$ cat src/rtl/cmt_pkg.sv
package cmt_pkg;

  typedef enum logic [1:0] {
    IDX_CTL  = 2'd0,
    IDX_CNT  = 2'd1,
    IDX_CMP  = 2'd2,
    IDX_NONE = 2'd3
  } cmt_idx_e;

  localparam int PRE_W = 9;

  // Returns log2 of the divider selected by the control word.
  function automatic logic [3:0] clk_shift(input logic [15:0] ctl, input logic wide);
    logic [1:0] s;
    s = ctl[1:0];
    if (wide && !ctl[2]) return 4'd0;
    return 4'd3 + {1'b0, s, 1'b0};
  endfunction

endpackage

$ cat src/rtl/cmt_prescaler.sv
module cmt_prescaler
  import cmt_pkg::*;
(
  input  logic       clk,
  input  logic       rst,
  input  logic       run,
  input  logic [3:0] shift,
  output logic       tick
);

  logic [PRE_W-1:0] pre_q;
  logic [PRE_W-1:0] mask;

  always_comb begin
    mask = ~({PRE_W{1'b1}} << shift);
    tick = run && ((pre_q & mask) == mask);
  end

  always_ff @(posedge clk) begin
    if (rst || !run) pre_q <= '0;
    else             pre_q <= pre_q + 1'b1;
  end

  // a divided rate never produces back-to-back ticks
  a_r10_tick_spacing: assert property (@(posedge clk) disable iff (rst)
    (tick && shift != 4'd0) |=> (!tick || shift == 4'd0));

endmodule

$ cat src/rtl/cmt_counter.sv
module cmt_counter #(
  parameter int CNT_W    = 32,
  parameter int SYNC_CYC = 2
) (
  input  logic             clk,
  input  logic             rst,
  input  logic             tick,
  input  logic             ld_req,
  input  logic [CNT_W-1:0] ld_val,
  input  logic [CNT_W-1:0] cmp_val,
  output logic [CNT_W-1:0] cnt,
  output logic             match_hit,
  output logic             max_wrap
);

  localparam int SW = (SYNC_CYC < 1) ? 1 : $clog2(SYNC_CYC + 1);

  logic [CNT_W-1:0] cnt_q;
  logic             ld_now;
  logic [CNT_W-1:0] ld_data;

  generate
    if (SYNC_CYC == 0) begin : g_direct
      assign ld_now  = ld_req;
      assign ld_data = ld_val;
    end else begin : g_sync
      logic [SW-1:0]    left_q;
      logic [CNT_W-1:0] pend_q;
      always_ff @(posedge clk) begin
        if (rst) begin
          left_q <= '0;
          pend_q <= '0;
        end else if (ld_req) begin
          left_q <= SW'(SYNC_CYC);
          pend_q <= ld_val;
        end else if (left_q != '0) begin
          left_q <= left_q - 1'b1;
        end
      end
      assign ld_now  = (left_q == SW'(1)) && !ld_req;
      assign ld_data = pend_q;
    end
  endgenerate

  always_comb begin
    match_hit = tick && !ld_now && (cnt_q == cmp_val);
    max_wrap  = tick && !ld_now && (cnt_q == {CNT_W{1'b1}}) && (cnt_q != cmp_val);
  end

  always_ff @(posedge clk) begin
    if (rst)                        cnt_q <= '0;
    else if (ld_now)                cnt_q <= ld_data;
    else if (match_hit || max_wrap) cnt_q <= '0;
    else if (tick)                  cnt_q <= cnt_q + 1'b1;
  end

  assign cnt = cnt_q;

  // a match returns the count to zero
  a_r4_wrap_zero: assert property (@(posedge clk) disable iff (rst)
    match_hit |=> (cnt_q == '0));
  // an ordinary tick adds exactly one
  a_r4_step: assert property (@(posedge clk) disable iff (rst)
    (tick && !ld_now && !match_hit && !max_wrap) |=> (cnt_q == $past(cnt_q) + 1'b1));
  // without a tick or a load the count holds
  a_r3_hold: assert property (@(posedge clk) disable iff (rst)
    (!tick && !ld_now) |=> $stable(cnt_q));
  // a due load lands the pending value
  a_r7_load: assert property (@(posedge clk) disable iff (rst)
    ld_now |=> (cnt_q == $past(ld_data)));

endmodule

$ cat src/rtl/cmt_csr.sv
module cmt_csr #(
  parameter bit WIDE = 1'b1
) (
  input  logic        clk,
  input  logic        rst,
  input  logic        wr,
  input  logic [15:0] wdata,
  input  logic        match_hit,
  input  logic        max_wrap,
  output logic [15:0] ctl,
  output logic        irq
);

  localparam int FLAG_BIT = WIDE ? 15 : 7;
  localparam int IE_BIT   = WIDE ? 5 : 6;

  logic [15:0] ctl_q, ctl_d;
  logic        irq_q;

  always_comb begin
    ctl_d = ctl_q;
    if (wr) begin
      ctl_d           = wdata;
      ctl_d[FLAG_BIT] = ctl_q[FLAG_BIT] & wdata[FLAG_BIT];
      if (WIDE) ctl_d[14] = ctl_q[14] & wdata[14];
    end
    if (match_hit)         ctl_d[FLAG_BIT] = 1'b1;
    if (WIDE && max_wrap)  ctl_d[14] = 1'b1;
  end

  always_ff @(posedge clk) begin
    if (rst) begin
      ctl_q <= '0;
      irq_q <= 1'b0;
    end else begin
      ctl_q <= ctl_d;
      irq_q <= ctl_d[FLAG_BIT] & ctl_d[IE_BIT];
    end
  end

  assign ctl = ctl_q;
  assign irq = irq_q;

  // a hardware set wins over a same-cycle clear
  a_r5_set_wins: assert property (@(posedge clk) disable iff (rst)
    match_hit |=> ctl_q[FLAG_BIT]);
  // the match flag only rises after a match
  a_r4_flag_source: assert property (@(posedge clk) disable iff (rst)
    $rose(ctl_q[FLAG_BIT]) |-> $past(match_hit));
  // the request holds until software writes
  a_r6_irq_hold: assert property (@(posedge clk) disable iff (rst)
    (irq && !wr) |=> irq);

endmodule

$ cat src/rtl/cmt_channel.sv
module cmt_channel
  import cmt_pkg::*;
#(
  parameter int CNT_W    = 32,
  parameter int SYNC_CYC = 2,
  parameter int RUN_BIT  = 0,
  parameter int ADDR_W   = 4
) (
  input  logic              clk,
  input  logic              rst,
  input  logic              ch_sel,
  input  logic              st_sel,
  input  logic              wr_en,
  input  logic              rd_en,
  input  logic [ADDR_W-1:0] addr,
  input  logic [31:0]       wdata,
  output logic [31:0]       rdata,
  output logic              irq
);

  localparam bit WIDE     = (CNT_W > 16);
  localparam int STRIDE_SH = WIDE ? 2 : 1;

  cmt_idx_e         idx;
  logic [15:0]      st_q;
  logic [CNT_W-1:0] cmp_q;
  logic [CNT_W-1:0] cnt;
  logic [15:0]      ctl;
  logic [31:0]      rdata_q;
  logic             run, tick, match_hit, max_wrap;
  logic             ctl_wr, cnt_wr, cmp_wr;

  always_comb begin
    idx    = cmt_idx_e'(addr[STRIDE_SH +: 2]);
    ctl_wr = wr_en && ch_sel && !st_sel && (idx == IDX_CTL);
    cnt_wr = wr_en && ch_sel && !st_sel && (idx == IDX_CNT);
    cmp_wr = wr_en && ch_sel && !st_sel && (idx == IDX_CMP);
    run    = st_q[RUN_BIT];
  end

  always_ff @(posedge clk) begin
    if (rst) begin
      st_q  <= '0;
      cmp_q <= '1;
    end else begin
      if (wr_en && st_sel) st_q <= wdata[15:0];
      if (cmp_wr)          cmp_q <= wdata[CNT_W-1:0];
    end
  end

  cmt_prescaler u_pre (
    .clk   (clk),
    .rst   (rst),
    .run   (run),
    .shift (clk_shift(ctl, WIDE)),
    .tick  (tick)
  );

  cmt_counter #(.CNT_W(CNT_W), .SYNC_CYC(SYNC_CYC)) u_cnt (
    .clk       (clk),
    .rst       (rst),
    .tick      (tick),
    .ld_req    (cnt_wr),
    .ld_val    (wdata[CNT_W-1:0]),
    .cmp_val   (cmp_q),
    .cnt       (cnt),
    .match_hit (match_hit),
    .max_wrap  (max_wrap)
  );

  cmt_csr #(.WIDE(WIDE)) u_csr (
    .clk       (clk),
    .rst       (rst),
    .wr        (ctl_wr),
    .wdata     (wdata[15:0]),
    .match_hit (match_hit),
    .max_wrap  (max_wrap),
    .ctl       (ctl),
    .irq       (irq)
  );

  always_ff @(posedge clk) begin
    if (rst) begin
      rdata_q <= '0;
    end else if (rd_en) begin
      if (st_sel) rdata_q <= {16'h0, st_q};
      else if (ch_sel) begin
        case (idx)
          IDX_CTL: rdata_q <= {16'h0, ctl};
          IDX_CNT: rdata_q <= 32'(cnt);
          IDX_CMP: rdata_q <= 32'(cmp_q);
          default: rdata_q <= '0;
        endcase
      end else rdata_q <= '0;
    end
  end

  assign rdata = rdata_q;

  // control/status reads leave the upper half zero
  a_r2_ctl_upper: assert property (@(posedge clk) disable iff (rst)
    (rd_en && ch_sel && !st_sel && idx == IDX_CTL) |=> (rdata[31:16] == 16'h0));
  // a stopped channel never ticks
  a_r3_idle_no_tick: assert property (@(posedge clk) disable iff (rst)
    !run |-> !tick);

endmodule

$ cat config.mk
export PLATFORM = sky130hd
export DESIGN_NAME = cmt_channel
export DESIGN_NICKNAME = d
export VERILOG_FILES = /design/src/rtl/cmt_pkg.sv /design/src/rtl/cmt_prescaler.sv /design/src/rtl/cmt_counter.sv /design/src/rtl/cmt_csr.sv /design/src/rtl/cmt_channel.sv
export SDC_FILE = /design/constraint.sdc
export NUM_CORES = 1
export LEC_CHECK = 0
export BUFFER_PORTS_ARGS = -buffer_cell sky130_fd_sc_hd__buf_2
export CAP_MARGIN = 25
export CORE_MARGIN = 8
export CORE_UTILIZATION = 64
export DETAILED_ROUTE_END_ITERATION = 7
export GPL_ROUTABILITY_DRIVEN = 0
export PLACE_DENSITY = 0.95
export SYNTH_ARGS = -nofsm -noshare
export SYNTH_HDL_FRONTEND = slang
export SYNTH_SLANG_ARGS = --single-unit
export TNS_END_PERCENT = 30
$ cat constraint.sdc
create_clock -name clk -period 6 [get_ports clk]
set_input_delay 0.6 -clock clk [delete_from_list [all_inputs] [get_ports clk]]
set_output_delay 0.6 -clock clk [all_outputs]
set_load 0.03 [all_outputs]
# After elaboration in Yosys (flattened, before gate mapping)
# Cells that the tools add are included.
word_totals:
  ff_bits: 172
  inputBits: 42
  out_inout_bits: 33
  wordCells: 65
classes:
  addsub: 4
  n_eq_ne: 7
  shift: 1
  mux: 12
  n_bitwise: 5
  reduce_logical: 24
op_table:
  columns: ["op", "n"]
  rows:
  - ["$mux W32", 5]
  - ["$pmux W32 S3", 1]
  - ["$add A32 B1 Y32 const B", 1]
  - ["$eq A32 B32 Y1", 1]
  - ["$eq A32 B32 Y1 const B", 1]
  - ["$ne A32 B32 Y1", 1]
  - ["$mux W16", 1]
  - ["$logic_and A1 B1 Y1", 12]
  - ["$add A9 B1 Y9 const B", 1]
  - ["$and A9 B9 Y9", 1]
  - ["$eq A9 B9 Y1", 1]
  - ["$not A9 Y9", 1]
  - ["$shl A9 B4 Y9 const A", 1]
  - ["$reduce_bool A2 Y1", 3]
  - ["$add A2 B3 Y4 const A", 1]
  - ["$eq A2 B1 Y1 const B", 2]
  - ["$logic_not A1 Y1", 4]
  - ["$mux W2", 2]
  - ["$mux W4", 1]
  - ["$and A1 B1 Y1", 3]
  - ["$reduce_bool A3 Y1", 1]
  - ["$eq A2 B2 Y1 const B", 1]
  - ["$logic_not A2 Y1", 1]
  - ["$logic_or A1 B1 Y1", 2]
  - ["3 further kinds", 4]

# Logic depth before layout (Yosys ltp)
depth:
  ltp_word: 13
  ltp_mapped: 9
  ltp_nobuf: 7

# Hierarchy
# A second synthesis with hierarchy kept.
hier_totals:
  cells_unflattened: 1018
  area_unflattened_um2: 8603.3
modules_own_cells:
  columns: ["module", "n_inst", "cells_each", "area_per_inst_um2", "seq_area_each_um2"]
  rows:
  - ["cmt_counter", 1, 451, 3833.7, 1321.3]
  - ["cmt_channel", 1, 457, 3713.6, 1601.5]
  - ["cmt_csr", 1, 56, 609.3, 340.3]
  - ["cmt_prescaler", 1, 54, 446.7, 180.2]

# Worst setup path before layout
# Ideal clock, no wire load.
synth_timing:
  kind: "register to register"
  from: "register u_csr.ctl_q[0] (netlist: u_csr.ctl[0])"
  to: "register u_cnt.cnt_q[27] (netlist: u_cnt.cnt[27])"
  setup_ns: 0.132
  t_arrival_ns: 1.759
  slack_ns: 4.108
  path_stages_with_launch: 10
  path_cell_list: "dfxtp_1 -> ha_1 -> a21bo_1 -> a31oi_1 -> o31a_1 -> nand2b_1 -> buf_2 -> buf_2 -> nand3_1 -> a31oi_1"
synth_via:
  elab_chain_len: 13
  elab_cells_between_ends: 15
synth_lines:
  columns: ["element", "line_no", "rtl"]
  rows:
  - ["from (decl)", "cmt_csr.sv:17", "logic [15:0] ctl_q, ctl_d;"]
  - ["from (signal assigned)", "cmt_csr.sv:36", "ctl_q <= ctl_d;"]
  - ["$add A2 B3 Y4 *", "cmt_pkg.sv:17", "return 4'd3 + {1'b0, s, 1'b0};"]
  - ["$mux W4 *", "cmt_pkg.sv:17", null]
  - ["$shl A9 B4 Y9 *", "cmt_prescaler.sv:15", "mask = ~({PRE_W{1'b1}} << shift);"]
  - ["$not A9 Y9 *", "cmt_prescaler.sv:15", null]
  - ["$and A9 B9 Y9", "cmt_prescaler.sv:16", "tick = run && ((pre_q & mask) == mask);"]
  - ["$eq A9 B9 Y1 *", "cmt_prescaler.sv:16", null]
  - ["$logic_and A1 B1 Y1 *", "cmt_prescaler.sv:16", null]
  - ["$logic_and A1 B1 Y1", "cmt_counter.sv:46, cmt_counter.sv:47", null]
  - ["$logic_and A1 B1 Y1 (2 in a row)", "cmt_counter.sv:47", "max_wrap = tick && !ld_now && (cnt_q == {CNT_W{1'b1}}) && (cnt_q != cmp_val);"]
  - ["$logic_or A1 B1 Y1", "cmt_counter.sv:53", "else if (match_hit || max_wrap) cnt_q <= '0;"]
  - ["$mux W32", "cmt_counter.sv:53", null]
  - ["$mux W32", "cmt_counter.sv:52", "else if (ld_now) cnt_q <= ld_data;"]
  - ["to (signal assigned)", "cmt_counter.sv:52", null]
  - ["to (signal assigned)", "cmt_counter.sv:54", "else if (tick) cnt_q <= cnt_q + 1'b1;"]
  - ["to (decl)", "cmt_counter.sv:18", "logic [CNT_W-1:0] cnt_q;"]
# Every way passes the cells marked *; elsewhere a longest branch is shown, timed or not.
# A chain may end at the register's enable or synchronous reset.

# Final worst setup path
layout_timing:
  from: "register u_cnt.cnt_q[0] (netlist: u_cnt.cnt[0])"
  to: "register u_csr.ctl_q[14] (netlist: u_csr.ctl[14])"
layout_via:
  elab_chain_len: 4
  elab_cells_between_ends: 6
layout_lines:
  columns: ["element", "line_no"]
  rows:
  - ["$eq A32 B32 Y1", "cmt_counter.sv:47"]
  - ["$logic_and A1 B1 Y1", "cmt_counter.sv:47"]
  - ["$logic_and A1 B1 Y1 *", "cmt_counter.sv:47"]
  - ["$mux W1 or $reduce_bool A2 Y1 (tied branches)", null]
# Marked as above.

==> flow_summary.toml <==
[power]
p_per_area_nw_per_um2 = 286.3
leakage_nw = 3.191
intPower_mw = 1.957
p_comb_share_pct = 7.1
vdd_drop_max_mv = 0.1917
seq_power_share_pct = 45.8
power.share.clock_pct = 47.1
p_sw_share_pct = 23.94
p_sw_mw = 0.6162

[yosys]
synth_xor_area_share_pct = 7.494
synthCells = 992
syn_nets = 1037
synth_compound_area_share_pct = 15.93
yosysTopAreaCell = "dfxtp_1"
synth_top_area_share_pct = 42.70
synth_async_sr_flop_share_pct = 0
syn_area_per_cell_um2 = 8.129
synthAdderAreaFrac_pct = 0.4655
synthTopCellsByArea = "dfxtp_1, nand2_1, xnor2_1"
syn-cell-area_um2 = 8064
synth_edf_count = 0
synth.most_common_cell = "nand2_1"
synth.distinct_cells = 44
muxShareOfSynthArea_pct = 2.110
seq_area_frac_synth_pct = 42.70
ys.flop_type = "dfxtp_1"
yosys_warnings = 0
synth-seq-cells = 172
synth_top_family_by_area = "simple AND/OR/NAND/NOR gates"
synthSimpleGateAreaFrac_pct = 26.11
synth_common_cells = "nand2_1, dfxtp_1, a21oi_1, nor2_1, nand3_1"

[die]
core_um2 = 12470
dieArea_um2 = 16450
die_width_um = 128.3
start_util_pct = 64.69
die_height_um = 128.3
rows = 41
io-pin-count = 75

[finish]
final_cell_area_um2 = 8989
fin_nets = 1048
antenna_cells = 0
multi_input_area_um2 = 4217
layout-drive-gt1-share_pct = 12.80
regArea_um2 = 3443
nFillCells = 817
syn_to_final_growth_pct = 11.47

[worst_setup_path]
cp_slowest_cell = "nand4_1"
cp_max_fo = 20
max_stage_delay_ns = 0.89
path_cells = "ha_1 > and4_1 > nand3_1 > nor3_4 > nand4_1 > nand3b_1 > a21oi_1"
r2r_start = "u_cnt.cnt[0]"
start_kind = "register"
criticalPathCategory = "register to register"
reg2reg_depth = 7
required_ns = 6.37
worstReg2RegEnd = "u_csr.ctl[14]"
r2r_slack_ns = 2.83
cp-end-kind = "register"
critPathArrivalTime_ns = 3.53

[cts]
holdBufCountCts = 0
cts_resized = 0
cts_tree = "built"
cts_root_buf = "clkbuf_16"
post_cts_buffers = 0
clk_pin_slew_ns = 0.07
cts_buffer_depth = 2
numCtsBuffers = 17
cts.sinks = 172
htree_levels = 4
worstSkewPairLatency_ns = 0.45

[drt]
vias_per_cell = 6.652
drt_wl_total_um = 23950
ant_nets = 0
drc_errors = 0
initialDrtViolationCount = 1306
detailroute.via_count = 7903
first_pass_iters = 6
wl_per_cell_um = 20.16

[global_routing]
grt-ovfl-total = 0
antenna_found_initial = 0
grtUsageTotal_pct = 29.31
grt_start_max_net_pins = 92
grt_pass1_wl_um = 38440
grt_pass1_vias = 7374

[sta]
final_hold_viol_count = 0
fin_skew_ns = 0.007913
maxSlewHeadroom_pct = 26.68
slew_violations = 0
setup_violations = 0
timing.final.crit_period_ns = 3.167
min_period_over_period_pct = 52.78
tightest_slew_ns = 1.097
setup_tns_ns = 0
rsz0062_at_grt = "false"
fmax_mhz = 315.8

[worst_hold_path]
holdPathStages = 2
min-delay-start = "wdata[18]"
hp-class = "primary input to register"
hold_end = "cmp_q[18]"

[placed_design]
place_area_um2 = 8343
portBuffers = 72
dp.final_hpwl_um = 14660

[status]
status = "finished clean"

[flow_run]
drv_cap = 0
stage by stage:
stage	hold WS, ns	power [mW]	utilization [%]	worst slack, ns	std cells
5_1_grt	0.3851	2.634	72.11	2.802	1188
3_3_place_gp	0.4248	1.369	66.87	2.953	1155
4_1_cts	0.3759	2.562	72.11	2.984	1188
3_5_place_dp	0.4310	1.374	66.93	2.853	1156
2_1_floorplan	0.4156	1.315	-	4.108	992
6_report	0.3766	2.573	72.11	2.833	1188
layout make-up:
class | instances | share of cell area, %
well taps | 172 | 2.394
repair buffers | 84 | 5.039
inverters | 4 | 0.1670
flip-flops and latches | 172 | 38.31
clock buffers | 17 | 4.733
multi-input cells | 724 | 46.91
clock inverters | 15 | 2.450
layout by cell type (no fill, tap or decap), drive strengths merged:
cell type  synthesis  final
bufinv             0      5
clkbuf            55     17
and4              10     10
and2               4      4
nand3             59     59
a221oi            16     16
xor2              12     12
a31oi             34     34
nand2b             5      5
nor3              22     22
and3              11     11
nor2              62     62
nand4b             1      1
o21ai             19     19
or3                1      1
nor3b              2      2
buf               37     84
a21bo              1      1
nand4             33     33
or2                1      1
nand3b             2      2
inv                4      6
clkinvlp           0      2
o31a               2      2
dfxtp            172    172
mux2i             17     17
a41oi              1      1
xnor2             57     57
clkinv             0      6
a21oi             80     80
nor4               2      2
nor4b              1      1
a22oi             16     16
nand2            182    182
a211o             32     32
nor2b             36     36
ha                 3      3
critical path, delay by kind of cell (launching register included):
| family | cells | cell delay, ns |
|---|---|---|
| AOI/OAI and AO/OA | 1 | 0.18 |
| adders and majority gates | 1 | 0.28 |
| DFF | 1 | 0.51 |
| and+or+nand+nor | 5 | 2.11 |
cells by family (layout without fill, tap and decap cells):
logic type,after synthesis,after routing
and+or+nand+nor,434,434
AOI/OAI and AO/OA,201,201
DFF,172,172
buffers and inverters,96,120
xor gates and xnor gates,69,69
muxes,17,17
adders and majority gates,3,3
power groups by stage:
stage,clock network (mW),logic [mW],registers (mW)
CTS,1.21,0.175,1.18
global placement,0,0.167,1.20
finish,1.21,0.182,1.18
global route,1.26,0.191,1.18
detailed placement,0,0.171,1.20
floorplan,0,0.0994,1.22
state kept, by name (all words and copies together) (netlist names):
register and count:
cmp_q 32, rdata 32, u_cnt.g_sync.pend_q 32, st_q 16, u_csr.irq 1, u_cnt.g_sync.left_q 2, u_pre.pre_q 9, u_cnt.cnt 32
u_csr.ctl 16
per-layer routing:
layer	wire length, um	GRT usage [%]	part of all wire (%)	up-vias
met1	8743	36.16	37	3624
met4	1126	16.92	4.7	0
met2	10870	44.97	45	674
met3	3215	8.111	13	127
li1	-	-	-	3478
met5	0	0	0	-
how the worst max path moves through the flow:
| stage | from | depth (start not counted) | end | slack (ns) |
|---|---|---|---|---|
| finish | u_cnt.cnt[0] | 7 | u_csr.ctl[14] | 2.83 |
| global route | u_cnt.cnt[0] | 7 | u_cnt.cnt[0] | 2.80 |
| floorplan | u_csr.ctl[0] | 9 | u_cnt.cnt[27] | 4.11 |
| CTS | u_cnt.cnt[0] | 7 | u_csr.ctl[14] | 2.98 |
| detailed placement | addr[2] | 8 | u_cnt.cnt[23] | 2.85 |
| global placement | addr[2] | 8 | u_cnt.cnt[25] | 2.95 |
No activity file was read; power rests on OpenSTA's default activity.
